===== config.mk =====
export PLATFORM = sky130hd
export DESIGN_NAME = audio_src_router
export DESIGN_NICKNAME = d
export VERILOG_FILES = /design/src/rtl/audio_route_pkg.sv /design/src/rtl/ars_route_decode.sv /design/src/rtl/ars_serial_rx.sv /design/src/rtl/ars_frame_ctrl.sv /design/src/rtl/audio_src_router.sv
export SDC_FILE = /design/constraint.sdc
export NUM_CORES = 1
export LEC_CHECK = 0
export ABC_CLOCK_PERIOD_IN_PS = 5800
export BUFFER_PORTS_ARGS = -buffer_cell sky130_fd_sc_hd__buf_4
export CORE_MARGIN = 1.5
export CORE_UTILIZATION = 59
export CTS_CLUSTER_DIAMETER = 60
export DETAILED_ROUTE_END_ITERATION = 8
export PLACE_DENSITY = 0.95
export SETUP_SLACK_MARGIN = 0.3
export SLEW_MARGIN = 5
export SYNTH_ARGS = -nofsm -noshare
export SYNTH_HDL_FRONTEND = slang
export SYNTH_SLANG_ARGS = --single-unit

===== constraint.sdc =====
create_clock -name clk -period 5.8 [get_ports clk]
set_input_delay 0.87 -clock clk [delete_from_list [all_inputs] [get_ports clk]]
set_output_delay 0.87 -clock clk [all_outputs]
set_load 0.005 [all_outputs]

===== src/rtl/audio_route_pkg.sv =====
package audio_route_pkg;

    localparam logic [3:0] ROUTE_LOOPBACK = 4'b0000;

    typedef enum logic [1:0] {
        ST_INTERNAL  = 2'd0,
        ST_HUNT      = 2'd1,
        ST_HAVE_LEFT = 2'd2
    } rtr_state_t;

    // Output formats that carry 16-bit words once per sample period
    function automatic logic fmt_is_single_rate16(input logic [3:0] f);
        return (f == 4'b1010) || (f == 4'b1011) || (f == 4'b1110) || (f == 4'b0010);
    endfunction

    // Output formats using I2S framing; the receiver copies this style
    function automatic logic fmt_is_i2s(input logic [3:0] f);
        return (f == 4'b1010) || (f == 4'b1110) || (f == 4'b1100) || (f == 4'b1111);
    endfunction

endpackage


===== src/rtl/ars_route_decode.sv =====
module ars_route_decode
    import audio_route_pkg::*;
(
    input  logic       clk,
    input  logic       rst_n,
    input  logic [3:0] route_code,
    input  logic [3:0] fmt_code,
    output logic       loop_q,
    output logic       style_i2s_q,
    output logic       cfg_err_q
);

    logic loop_d;

    assign loop_d = (route_code == ROUTE_LOOPBACK);

    always_ff @(posedge clk or negedge rst_n) begin
        if (!rst_n) begin
            loop_q      <= 1'b0;
            style_i2s_q <= 1'b0;
            cfg_err_q   <= 1'b0;
        end else begin
            loop_q      <= loop_d;
            style_i2s_q <= fmt_is_i2s(fmt_code);
            cfg_err_q   <= !loop_d && !fmt_is_single_rate16(fmt_code);
        end
    end

endmodule


===== src/rtl/ars_serial_rx.sv =====
module ars_serial_rx #(
    parameter int WORD_BITS   = 16,
    parameter int SYNC_STAGES = 2
) (
    input  logic                 clk,
    input  logic                 rst_n,
    input  logic                 clear,
    input  logic                 style_i2s,
    input  logic                 ser_bclk,
    input  logic                 ser_data,
    input  logic                 ser_wclk,
    output logic                 word_done,
    output logic                 word_left,
    output logic [WORD_BITS-1:0] word_data
);

    localparam int CNT_W = $clog2(WORD_BITS + 1);
    localparam int PIN_N = 3;

    // stage vectors carry {wclk, data, bclk}
    logic [PIN_N-1:0] sync_q [SYNC_STAGES];

    for (genvar g = 0; g < SYNC_STAGES; g++) begin : g_sync
        always_ff @(posedge clk or negedge rst_n) begin
            if (!rst_n) begin
                sync_q[g] <= '0;
            end else if (g == 0) begin
                sync_q[g] <= {ser_wclk, ser_data, ser_bclk};
            end else begin
                sync_q[g] <= sync_q[(g > 0) ? g - 1 : 0];
            end
        end
    end

    logic bclk_s, data_s, wclk_s, bclk_prev;
    logic bclk_rise;
    logic wc_p1, wc_p2;
    logic boundary, chan_left;
    logic armed, cur_left;
    logic [CNT_W-1:0]     bit_cnt;
    logic [WORD_BITS-1:0] shreg;

    assign {wclk_s, data_s, bclk_s} = sync_q[SYNC_STAGES-1];
    assign bclk_rise = bclk_s && !bclk_prev;
    // I2S words start one bit clock after the word clock changes
    assign boundary  = style_i2s ? (wc_p1 != wc_p2) : (wclk_s != wc_p1);
    assign chan_left = style_i2s ? !wc_p1 : wclk_s;

    always_ff @(posedge clk or negedge rst_n) begin
        if (!rst_n) begin
            bclk_prev <= 1'b0;
            wc_p1     <= 1'b0;
            wc_p2     <= 1'b0;
        end else begin
            bclk_prev <= bclk_s;
            if (bclk_rise) begin
                wc_p1 <= wclk_s;
                wc_p2 <= wc_p1;
            end
        end
    end

    always_ff @(posedge clk or negedge rst_n) begin
        if (!rst_n) begin
            armed     <= 1'b0;
            cur_left  <= 1'b0;
            bit_cnt   <= '0;
            shreg     <= '0;
            word_done <= 1'b0;
            word_left <= 1'b0;
            word_data <= '0;
        end else begin
            word_done <= 1'b0;
            if (clear) begin
                armed   <= 1'b0;
                bit_cnt <= '0;
            end else if (bclk_rise) begin
                if (boundary) begin
                    armed    <= 1'b1;
                    cur_left <= chan_left;
                    bit_cnt  <= CNT_W'(1);
                    shreg    <= {{(WORD_BITS-1){1'b0}}, data_s};
                end else if (armed) begin
                    shreg <= {shreg[WORD_BITS-2:0], data_s};
                    if (bit_cnt == CNT_W'(WORD_BITS - 1)) begin
                        word_done <= 1'b1;
                        word_left <= cur_left;
                        word_data <= {shreg[WORD_BITS-2:0], data_s};
                        armed     <= 1'b0;
                        bit_cnt   <= '0;
                    end else begin
                        bit_cnt <= bit_cnt + CNT_W'(1);
                    end
                end
            end
        end
    end

endmodule


===== src/rtl/ars_frame_ctrl.sv =====
module ars_frame_ctrl
    import audio_route_pkg::*;
#(
    parameter int WORD_BITS = 16
) (
    input  logic                 clk,
    input  logic                 rst_n,
    input  logic                 loop_q,
    input  logic                 cfg_err_q,
    input  logic [WORD_BITS-1:0] dec_left,
    input  logic [WORD_BITS-1:0] dec_right,
    input  logic                 dec_valid,
    input  logic                 word_done,
    input  logic                 word_left,
    input  logic [WORD_BITS-1:0] word_data,
    output logic [WORD_BITS-1:0] conv_left,
    output logic [WORD_BITS-1:0] conv_right,
    output logic                 conv_valid,
    output logic                 rx_clear,
    output rtr_state_t           state
);

    rtr_state_t           state_nx;
    logic [WORD_BITS-1:0] left_hold;
    logic                 got_left, got_right;

    assign got_left  = word_done && word_left;
    assign got_right = word_done && !word_left;
    assign rx_clear  = (state == ST_INTERNAL);

    always_ff @(posedge clk or negedge rst_n) begin
        if (!rst_n) begin
            state <= ST_INTERNAL;
        end else begin
            state <= state_nx;
        end
    end

    always_comb begin
        state_nx = state;
        unique case (state)
            ST_INTERNAL: begin
                if (loop_q) state_nx = ST_HUNT;
            end
            ST_HUNT: begin
                if (!loop_q)       state_nx = ST_INTERNAL;
                else if (got_left) state_nx = ST_HAVE_LEFT;
            end
            ST_HAVE_LEFT: begin
                if (!loop_q)        state_nx = ST_INTERNAL;
                else if (got_right) state_nx = ST_HUNT;
            end
            default: state_nx = ST_INTERNAL;
        endcase
    end

    always_ff @(posedge clk or negedge rst_n) begin
        if (!rst_n) begin
            conv_left  <= '0;
            conv_right <= '0;
            conv_valid <= 1'b0;
            left_hold  <= '0;
        end else begin
            conv_valid <= 1'b0;
            if (!loop_q) begin
                if (dec_valid && !cfg_err_q) begin
                    conv_left  <= dec_left;
                    conv_right <= dec_right;
                    conv_valid <= 1'b1;
                end
            end else begin
                unique case (state)
                    ST_HUNT, ST_HAVE_LEFT: begin
                        if (got_left) begin
                            left_hold <= word_data;
                        end else if (got_right && state == ST_HAVE_LEFT) begin
                            conv_left  <= left_hold;
                            conv_right <= word_data;
                            conv_valid <= 1'b1;
                        end
                    end
                    default: ;
                endcase
            end
        end
    end

endmodule


===== src/rtl/audio_src_router.sv =====
module audio_src_router
    import audio_route_pkg::*;
#(
    parameter int WORD_BITS   = 16,
    parameter int SYNC_STAGES = 2
) (
    input  logic                 clk,
    input  logic                 rst_n,
    input  logic [3:0]           route_code,
    input  logic [3:0]           fmt_code,
    input  logic [WORD_BITS-1:0] dec_left,
    input  logic [WORD_BITS-1:0] dec_right,
    input  logic                 dec_valid,
    input  logic                 ser_bclk,
    input  logic                 ser_data,
    input  logic                 ser_wclk,
    output logic [WORD_BITS-1:0] conv_left,
    output logic [WORD_BITS-1:0] conv_right,
    output logic                 conv_valid,
    output logic                 ser_out_en,
    output logic                 cfg_err
);

    logic                 loop_q, style_i2s_q;
    logic                 rx_clear, word_done, word_left;
    logic [WORD_BITS-1:0] word_data;
    rtr_state_t           fsm_state;

    ars_route_decode u_decode (
        .clk         (clk),
        .rst_n       (rst_n),
        .route_code  (route_code),
        .fmt_code    (fmt_code),
        .loop_q      (loop_q),
        .style_i2s_q (style_i2s_q),
        .cfg_err_q   (cfg_err)
    );

    ars_serial_rx #(
        .WORD_BITS   (WORD_BITS),
        .SYNC_STAGES (SYNC_STAGES)
    ) u_rx (
        .clk       (clk),
        .rst_n     (rst_n),
        .clear     (rx_clear),
        .style_i2s (style_i2s_q),
        .ser_bclk  (ser_bclk),
        .ser_data  (ser_data),
        .ser_wclk  (ser_wclk),
        .word_done (word_done),
        .word_left (word_left),
        .word_data (word_data)
    );

    ars_frame_ctrl #(
        .WORD_BITS (WORD_BITS)
    ) u_ctrl (
        .clk        (clk),
        .rst_n      (rst_n),
        .loop_q     (loop_q),
        .cfg_err_q  (cfg_err),
        .dec_left   (dec_left),
        .dec_right  (dec_right),
        .dec_valid  (dec_valid),
        .word_done  (word_done),
        .word_left  (word_left),
        .word_data  (word_data),
        .conv_left  (conv_left),
        .conv_right (conv_right),
        .conv_valid (conv_valid),
        .rx_clear   (rx_clear),
        .state      (fsm_state)
    );

    assign ser_out_en = loop_q;

endmodule


Yosys cells after proc, flatten, opt, wreduce, memory -nomap -nowiden
Cells that the tools add are included.
{"block": "word_totals", "output_inout_bits": 35, "word_cells": 112, "n_memories": 0, "mem_bits_ro": 0, "input_bits": 46, "ram_bits": 0, "regBits": 103, "latchBits": 0}
{"block": "classes", "n_eq_ne": 17, "multipliers": 0, "n_mux": 40, "reduce_logical": 32, "n_lt_le_gt_ge": 0, "n_shift": 0, "div_mod_pow": 0, "bitwise_logic": 2, "addsub": 1}
{"cell": "$mux 16", "n": 10}
{"cell": "$mux 15", "n": 2}
{"cell": "$mux 5", "n": 5}
{"cell": "$eq 4x4->1 const B", "n": 5}
{"cell": "$mux 1", "n": 17}
{"cell": "$reduce_and 3->1", "n": 4}
{"cell": "$mux 2", "n": 5}
{"cell": "$logic_and 1x1->1", "n": 6}
{"cell": "$logic_not 1->1", "n": 6}
{"cell": "$logic_or 1x1->1", "n": 6}
{"cell": "$ne 2x1->1 const B", "n": 3}
{"cell": "$ne 3x2->1 const B", "n": 2}
{"cell": "$pmux 2 s3", "n": 1}
{"cell": "$reduce_bool 2->1", "n": 3}
{"cell": "$add 5x1->5 const B", "n": 1}
{"cell": "$eq 5x4->1 const B", "n": 1}
{"cell": "$reduce_and 5->1", "n": 1}
{"cell": "$eq 4x2->1 const B", "n": 1}
{"cell": "$logic_not 4->1", "n": 1}
{"cell": "$reduce_and 4->1", "n": 1}
{"cell": "$reduce_bool 3->1", "n": 1}
{"cell": "$eq 2x1->1 const B", "n": 1}
{"cell": "$eq 2x2->1 const B", "n": 1}
{"cell": "$logic_not 2->1", "n": 1}
{"cell": "other kinds (5)", "n": 7}

Logic depth before layout (Yosys ltp)
Gate-level depths: netlist (run 1).
{"block": "depth", "depth_word": 7, "ltp_mapped": 8, "depth_no_buf": 6}

Modules after synthesis
From an unflattened synthesis (run 1), not the netlist that was laid out.
{"block": "hier_totals", "hier_cells": 453, "hier_area_um2": 4738.3}
{"mod": "ars_frame_ctrl", "cells_per_inst": 305, "seq_area_each_um2": 1276.2, "area_each_um2": 2632.5, "instances": 1}
{"mod": "ars_serial_rx", "cells_per_inst": 138, "seq_area_each_um2": 1226.2, "area_each_um2": 1974.4, "instances": 1}
{"mod": "ars_route_decode", "cells_per_inst": 10, "seq_area_each_um2": 75.1, "area_each_um2": 131.4, "instances": 1}

Least setup slack after synthesis (run 1)
OpenSTA, ideal clock, no wires.
{"block": "synth_timing", "path_type": "reg2reg", "start": "register u_ctrl.state[0]", "end": "register u_rx.word_data[0]", "required_time_ns": 5.675, "path_stages_with_launch": 7, "path_slack_ns": 3.837, "period_less_slack_ns": 1.963, "t_arrival_ns": 1.838, "n_path_buf": 1, "path_cell_list": "dfrtp_1 inv_1 ha_1 nor2_1 nor4b_4 buf_6 mux2_2"}
{"block": "synth_between", "elab_chain_len": 3}
{"item": "start, declared", "line_no": "ars_frame_ctrl.sv:20", "rtl": "output rtr_state_t state"}
{"item": "start signal, assigned", "line_no": "ars_frame_ctrl.sv:35", "rtl": "state <= state_nx;"}
{"item": "$logic_not 2->1", "line_no": "ars_frame_ctrl.sv:29", "rtl": "assign rx_clear = (state == ST_INTERNAL);"}
{"item": "$not 1->1 (no line)"}
{"item": "$reduce_and 5->1 (no line)"}
{"item": "end signal, assigned", "line_no": "ars_serial_rx.sv:88", "rtl": "word_data <= {shreg[WORD_BITS-2:0], data_s};"}
{"item": "end, declared", "line_no": "ars_serial_rx.sv:14", "rtl": "output logic [WORD_BITS-1:0] word_data"}
No other way between the ends.
A chain may end at the register's enable or synchronous reset.

Worst setup path after layout (run 1)
{"block": "layout_timing", "start": "register u_decode.loop_q", "end": "register u_ctrl.left_hold[10]"}
{"block": "layout_between", "elab_chain_len": 1}
{"item": "start, declared", "line_no": "ars_route_decode.sv:8", "rtl": "output logic loop_q,"}
{"item": "start signal, assigned", "line_no": "ars_route_decode.sv:23", "rtl": "loop_q <= loop_d;"}
{"item": "$reduce_and 3->1 (no line)"}
{"item": "end signal, assigned", "line_no": "ars_frame_ctrl.sv:75", "rtl": "left_hold <= word_data;"}
{"item": "end, declared", "line_no": "ars_frame_ctrl.sv:24", "rtl": "logic [WORD_BITS-1:0] left_hold;"}
No other way between the ends.

==> results of run 1 <==
==> state kept, by name (all words and copies together), names as in the netlist, 2 cells and up <==
register           count
u_ctrl.conv_left      16
u_ctrl.conv_right     16
u_ctrl.left_hold      16
u_ctrl.state           2
u_rx.bit_cnt           5
u_rx.shreg            15
u_rx.sync_q            4
u_rx.word_data        16
==> worst register-to-register path: cells and delay by family, from the launching register on <==
kind / cells / cell delay [ns]
mux: 1 / 0.57
flops: 1 / 1.06
simple gates: 1 / 0.97
==> layer usage <==
metal | GRT usage (%) | share of wire, %
met3 | 4.01 | 4.6
met2 | 42.2 | 51
met4 | 11.1 | 2.3
met1 | 30.3 | 42
met5 | 0 | 0
==> layout make-up <==
| class | instances | share of cell area, % |
|---|---|---|
| sequential | 103 | 50.0 |
| multi-input combinational | 215 | 31.3 |
| timing repair buffer | 81 | 11.8 |
| clock buffer | 10 | 2.67 |
| tap | 96 | 2.33 |
| clock inverter | 6 | 1.48 |
| inverter | 7 | 0.509 |
==> through the flow <==
stage	power, uW	worst slack, ns	area, um^2
floorplan	1010	3.84	4300
global placement	1150	3.15	4950
CTS	1640	3.03	5160
global route	1720	2.91	5160
detailed placement	1180	3.08	4950
finish	1640	3.09	5160
==> path summary, 6_finish.rpt <==
check	from	endpoint	slack (ns)	cells past startpoint
worst max-delay path	u_decode.loop_q$_DFF_PN0_	u_ctrl.left_hold[10]$_DFFE_PN0P_	3.09	2
worst min-delay path	u_rx.sync_q[4]$_DFF_PN0_	u_rx.data_s$_DFF_PN0_	0.36	0
worst max register to register	u_decode.loop_q$_DFF_PN0_	u_ctrl.left_hold[10]$_DFFE_PN0P_	3.09	2
worst min register to register	u_rx.sync_q[4]$_DFF_PN0_	u_rx.data_s$_DFF_PN0_	0.36	0
max in group asynchronous	rst_n	u_decode.loop_q$_DFF_PN0_	4.17	2
min in group asynchronous	rst_n	u_rx.sync_q[2]$_DFF_PN0_	0.51	1
==> cells by family after synthesis <==
group           after synthesis
fa+ha+maj                     6
buf+inv                      25
xor+xnor                      1
mux                          70
flops                       103
compound gates               71
simple gates                 67
==> placed cells by master (no fill, tap or decap), types with 2 or more instances in the layout <==
master,count
dfrtp_1,102
buf_4,81
a21oi_1,37
nor2_1,36
mux2_2,36
mux2i_1,33
a22o_1,14
nand2_1,11
clkbuf_8,10
inv_1,7
o21ai_0,7
ha_1,5
nor4_1,2
nand2b_1,2
nor3_1,2
o21a_1,2
nand3_1,2
o211ai_1,2
inv_6,2
clkinv_4,2
==> power by group <==
group	leakage [uW]	total [uW]	internal (uW)	switching, uW
clock	0.000109	473	219	254
sequential	0.00131	843	789	53.8
combinational	0.000990	320	158	162
total	0.00241	1640	1170	470
==> impl_metrics.env, run 1 <==
export IMPL_synth_seq_cells=103
export IMPL_cts_max_path_buffers=2
export IMPL_synthDistinctLibCells=43
export IMPL_synthAdderAreaFrac_pct=1.69
export IMPL_yosysSeqAreaShare_pct=60.0
export IMPL_fin_crit_ns=2.71
export IMPL_grt_pass1_wl_um=14300
export IMPL_final_net_count=468
export IMPL_grt_pass1_vias=3037
export IMPL_path_buf_inv=0
export IMPL_leakage_uw=0.00241
export IMPL_synthesis_nets=394
export IMPL_rsz0062_at_grt="no"
export IMPL_coreArea_um2=6910
export IMPL_finalClockSkew_ns=0.0170
export IMPL_tns_ns=0
export IMPL_seqCellArea_um2=2580
export IMPL_grtUsageTotal_pct=24.4
export IMPL_post_cts_buffers=0
export IMPL_dieArea_um2=7800
export IMPL_drt_iter0_drc=179
export IMPL_slew_headroom_pct=22.4
export IMPL_cp_cell_sequence="nand4_1 > mux2_2"
export IMPL_drive_gt1_share_pct=33.2
export IMPL_root_buffer="clkbuf_8"
export IMPL_n_fill_cell=446
export IMPL_cts_htree_levels=3
export IMPL_status="complete, no violations"
export IMPL_diodes=0
export IMPL_end_kind="flop"
export IMPL_postRouteAntennaNets=0
export IMPL_slowest_stage="dfrtp_2"
export IMPL_synthToLayoutAreaGrowth_pct=20.1
export IMPL_die_h_um=88.3
export IMPL_die_x_um=88.3
export IMPL_fin_util_pct=74.7
export IMPL_cpPeakStageDelay_ns=1.06
export IMPL_vias=2933
export IMPL_cts_buffers=9
export IMPL_grt_ovfl_total=0
export IMPL_routed_wl_um=9060
export IMPL_ios=81
export IMPL_route_detailed_drc=0
export IMPL_finalNonFillerCells=518
export IMPL_critPathArrivalTime_ns=2.96
export IMPL_synthXorXnorAreaFrac_pct=0.204
export IMPL_vias_per_cell=5.66
export IMPL_syn_area_um2=4300
export IMPL_min_period_over_period_pct=46.8
export IMPL_fmax_mhz=368
export IMPL_path_delay_family="flip-flops"
export IMPL_tritoncts="done"
export IMPL_clock_sinks=103
export IMPL_yosys_warnings=0
export IMPL_hold_violations=0
export IMPL_cts_resized=0
export IMPL_synth_edf_count=0
export IMPL_synth_top_family_by_area="multiplexers"
export IMPL_place_inst=502
export IMPL_cap_violations=0
export IMPL_finalMaxSlewViolations=0
export IMPL_start_util_pct=62.2
export IMPL_dpl_hpwl_um=6370
export IMPL_grt_max_degree=66
export IMPL_synth_compound_area_share_pct=10.3
export IMPL_worstPathRequired_ns=6.05
export IMPL_hold_worst_slack_ns=0.357
export IMPL_worstSetupPathType="flop to flop"
export IMPL_synth_mux_area_share_pct=17.4
export IMPL_antenna_found_initial=0
export IMPL_multi_input_area_um2=1610
export IMPL_clock_latency_ns=0.37
export IMPL_synthCells=343
export IMPL_synth_area_per_cell_um2=12.5
export IMPL_synth_common_cells="103 x dfrtp_1, 37 x a21oi_1, 36 x mux2_2, 36 x nor2_1, 33 x mux2i_1"
export IMPL_hold_path_class="flop to flop"
export IMPL_crit_path_max_fanout=40
export IMPL_yosys_area_top_type="dfrtp_1"
export IMPL_worst_slew_pin_slew_ns=1.16
export IMPL_place_gp_congestion=0.774
export IMPL_synthMostInstantiatedCell="dfrtp_1"
export IMPL_wl_per_cell_um=17.5
export IMPL_drtPass1Iterations=4
export IMPL_io_buffers=80
export IMPL_core_rowCount=30
export IMPL_yosys_area_share_simple_pct=7.89
export IMPL_finalSetupViolCount=0
export IMPL_path_clk_slew_ns=0.10
export IMPL_max_vdd_ir_drop_v=0.000146
export IMPL_synth_area_top_cells="dfrtp_1 60%, mux2_2 9.4%, mux2i_1 7.7%"
export IMPL_start_kind="flop"
export IMPL_synth_top_cell_area_share_pct=60.0
export IMPL_powerDensity_nw_per_um2=317
export IMPL_ys_flop_type="dfrtp_1"
export IMPL_async_reset_ff_share_pct=100
export IMPL_hold_buffers=0
No activity file was read; power rests on OpenSTA's default activity.
==> inputs of run 2 (changes only) <==
Settings changed: ABC_CLOCK_PERIOD_IN_PS 5800 to 2150, CORE_UTILIZATION 59 to 50, PLACE_DENSITY 0.95 to 0.87.
Clock period 5.8 ns to 2.15 ns, I/O delays scaled along.
==> impl_metrics.env, run 2 (synthesized netlist as in run 1, its figures left out) <==
export IMPL_cap_violations=0
export IMPL_grt_ovfl_total=0
export IMPL_cp_cell_sequence="mux2i_4 > xnor2_4 > nor4b_4 > buf_12 > mux2_2"
export IMPL_postRouteAntennaNets=0
export IMPL_layout_common_cells="102 x dfrtp_1, 98 x buf_4, 37 x a21oi_1"
export IMPL_clock_sinks=103
export IMPL_dpl_hpwl_um=6480
export IMPL_powerDensity_nw_per_um2=816
export IMPL_start_util_pct=52.0
export IMPL_final_common_cell="dfrtp_1"
export IMPL_critPathArrivalTime_ns=2.12
export IMPL_wl_per_cell_um=17.7
export IMPL_rsz0062_at_grt="yes"
export IMPL_die_x_um=95.7
export IMPL_use_met3_pct=3.51
export IMPL_drive_gt1_share_pct=37.5
export IMPL_finalMaxSlewViolations=0
export IMPL_status="complete, no violations"
export IMPL_io_buffers=80
export IMPL_grt_util_met1_pct=28.4
export IMPL_core_rowCount=33
export IMPL_grt_util_met2_pct=35.6
export IMPL_tns_ns=0
export IMPL_top_usage_layer="met2"
export IMPL_dieArea_um2=9160
export IMPL_path_buf_inv=1
export IMPL_worstPathRequired_ns=2.40
export IMPL_worstSetupPathType="flop to flop"
export IMPL_final_net_count=491
export IMPL_finalClockSkew_ns=0.0136
export IMPL_cpPeakStageDelay_ns=0.40
export IMPL_crit_cells=5
export IMPL_clock_latency_ns=0.37
export IMPL_r2r_cells=5
export IMPL_hold_violations=0
export IMPL_power_total_uw=4420
export IMPL_vias_per_cell=5.64
export IMPL_cts_max_path_buffers=2
export IMPL_hold_path_class="input port to flop"
export IMPL_end_kind="flop"
export IMPL_cts_buffers=9
export IMPL_cts_htree_levels=3
export IMPL_vias=3102
export IMPL_ios=81
export IMPL_antenna_found_initial=0
export IMPL_root_buffer="clkbuf_8"
export IMPL_coreArea_um2=8260
export IMPL_routed_wl_um=9740
export IMPL_fmax_mhz=536
export IMPL_drtPass1Iterations=4
export IMPL_finalSetupViolCount=0
export IMPL_holdPathStages=1
export IMPL_place_gp_congestion=0.900
export IMPL_die_h_um=95.7
export IMPL_grt_pass1_vias=3012
export IMPL_tritoncts="done"
export IMPL_fin_crit_ns=1.87
export IMPL_start_kind="flop"
export IMPL_crit_path_max_fanout=18
export IMPL_slowest_stage="dfrtp_1"
export IMPL_worst_slew_pin_slew_ns=0.554
export IMPL_path_delay_family="multiplexers"
export IMPL_synthToLayoutAreaGrowth_pct=26.0
export IMPL_min_period_over_period_pct=86.8
export IMPL_route_detailed_drc=0
export IMPL_grtUsageTotal_pct=21.6
export IMPL_diodes=0
export IMPL_grt_max_degree=45
export IMPL_grt_pass1_wl_um=14800
export IMPL_slew_headroom_pct=63.0
export IMPL_hold_worst_slack_ns=0.0520
export IMPL_drt_iter0_drc=157
export IMPL_max_vdd_ir_drop_v=0.000359
export IMPL_path_clk_slew_ns=0.10
export IMPL_leakage_uw=0.00253
[run 2: power breakdown]
group / leakage [uW] / switching [uW] / internal (uW)
sequential: 0.00131 / 136 / 2130
combinational: 0.00113 / 482 / 541
clock: 0.0000902 / 697 / 434
[run 2: timing repair]
action | CTS | global route
cloned | 0 | 1
hold endpoints to repair | 40 | 0
gates resized for setup | 5 | 4
endpoints found under the setup margin | 41 | 39
pin swaps | 0 | 4
hold buffers | 1 | 0
setup buffers | 2 | 8
[run 2: final timing paths]
check / startpoint / end / slack [ns]
setup / recovery: u_decode.style_i2s_q$_DFF_PN0_ / u_rx.word_data[8]$_DFFE_PN0P_ / 0.28
hold / removal: ser_data / u_rx.sync_q[4]$_DFF_PN0_ / 0.05
setup reg to reg: u_decode.style_i2s_q$_DFF_PN0_ / u_rx.word_data[8]$_DFFE_PN0P_ / 0.28
hold reg to reg: u_rx.sync_q[3]$_DFF_PN0_ / u_rx.bclk_s$_DFF_PN0_ / 0.36
max in group asynchronous: rst_n / u_ctrl.conv_right[6]$_DFFE_PN0P_ / 1.02
min in group asynchronous: rst_n / u_rx.bit_cnt[3]$_DFFE_PN0P_ / 0.48
[run 2: area by class of cell]
cell class	instances	area, um^2
fill	617	2840
sequential	103	2580
multi-input combinational	216	1680
timing repair buffer	103	817
tap	105	131
clock buffer	9	124
clock inverter	7	56.3
inverter	7	26.3
[run 2: metrics by stage]
| stage | cells | setup slack (ns) | instance area, um^2 | utilization (%) |
|---|---|---|---|---|
| after floorplan | 343 | 0.203 | 4300 | - |
| after global placement | 522 | 0.254 | 5080 | 61.5 |
| after detailed placement | 522 | 0.130 | 5080 | 61.5 |
| after CTS | 541 | 0.289 | 5320 | 64.4 |
| after global routing | 550 | 0.195 | 5410 | 65.6 |
| final | 550 | 0.283 | 5410 | 65.6 |
[run 2: worst reg2reg max path: stages (launching register included)]
cell     delay (ns)
dfrtp_1        0.40
mux2i_4        0.37
xnor2_4        0.15
nor4b_4        0.28
buf_12         0.20
mux2_2         0.35
[run 2: metal layers]
| layer | share of wire (%) | wire [um] |
|---|---|---|
| met5 | 0 | 0 |
| met4 | 2.0 | 199 |
| met3 | 3.8 | 374 |
| met2 | 51 | 4980 |
| met1 | 43 | 4190 |
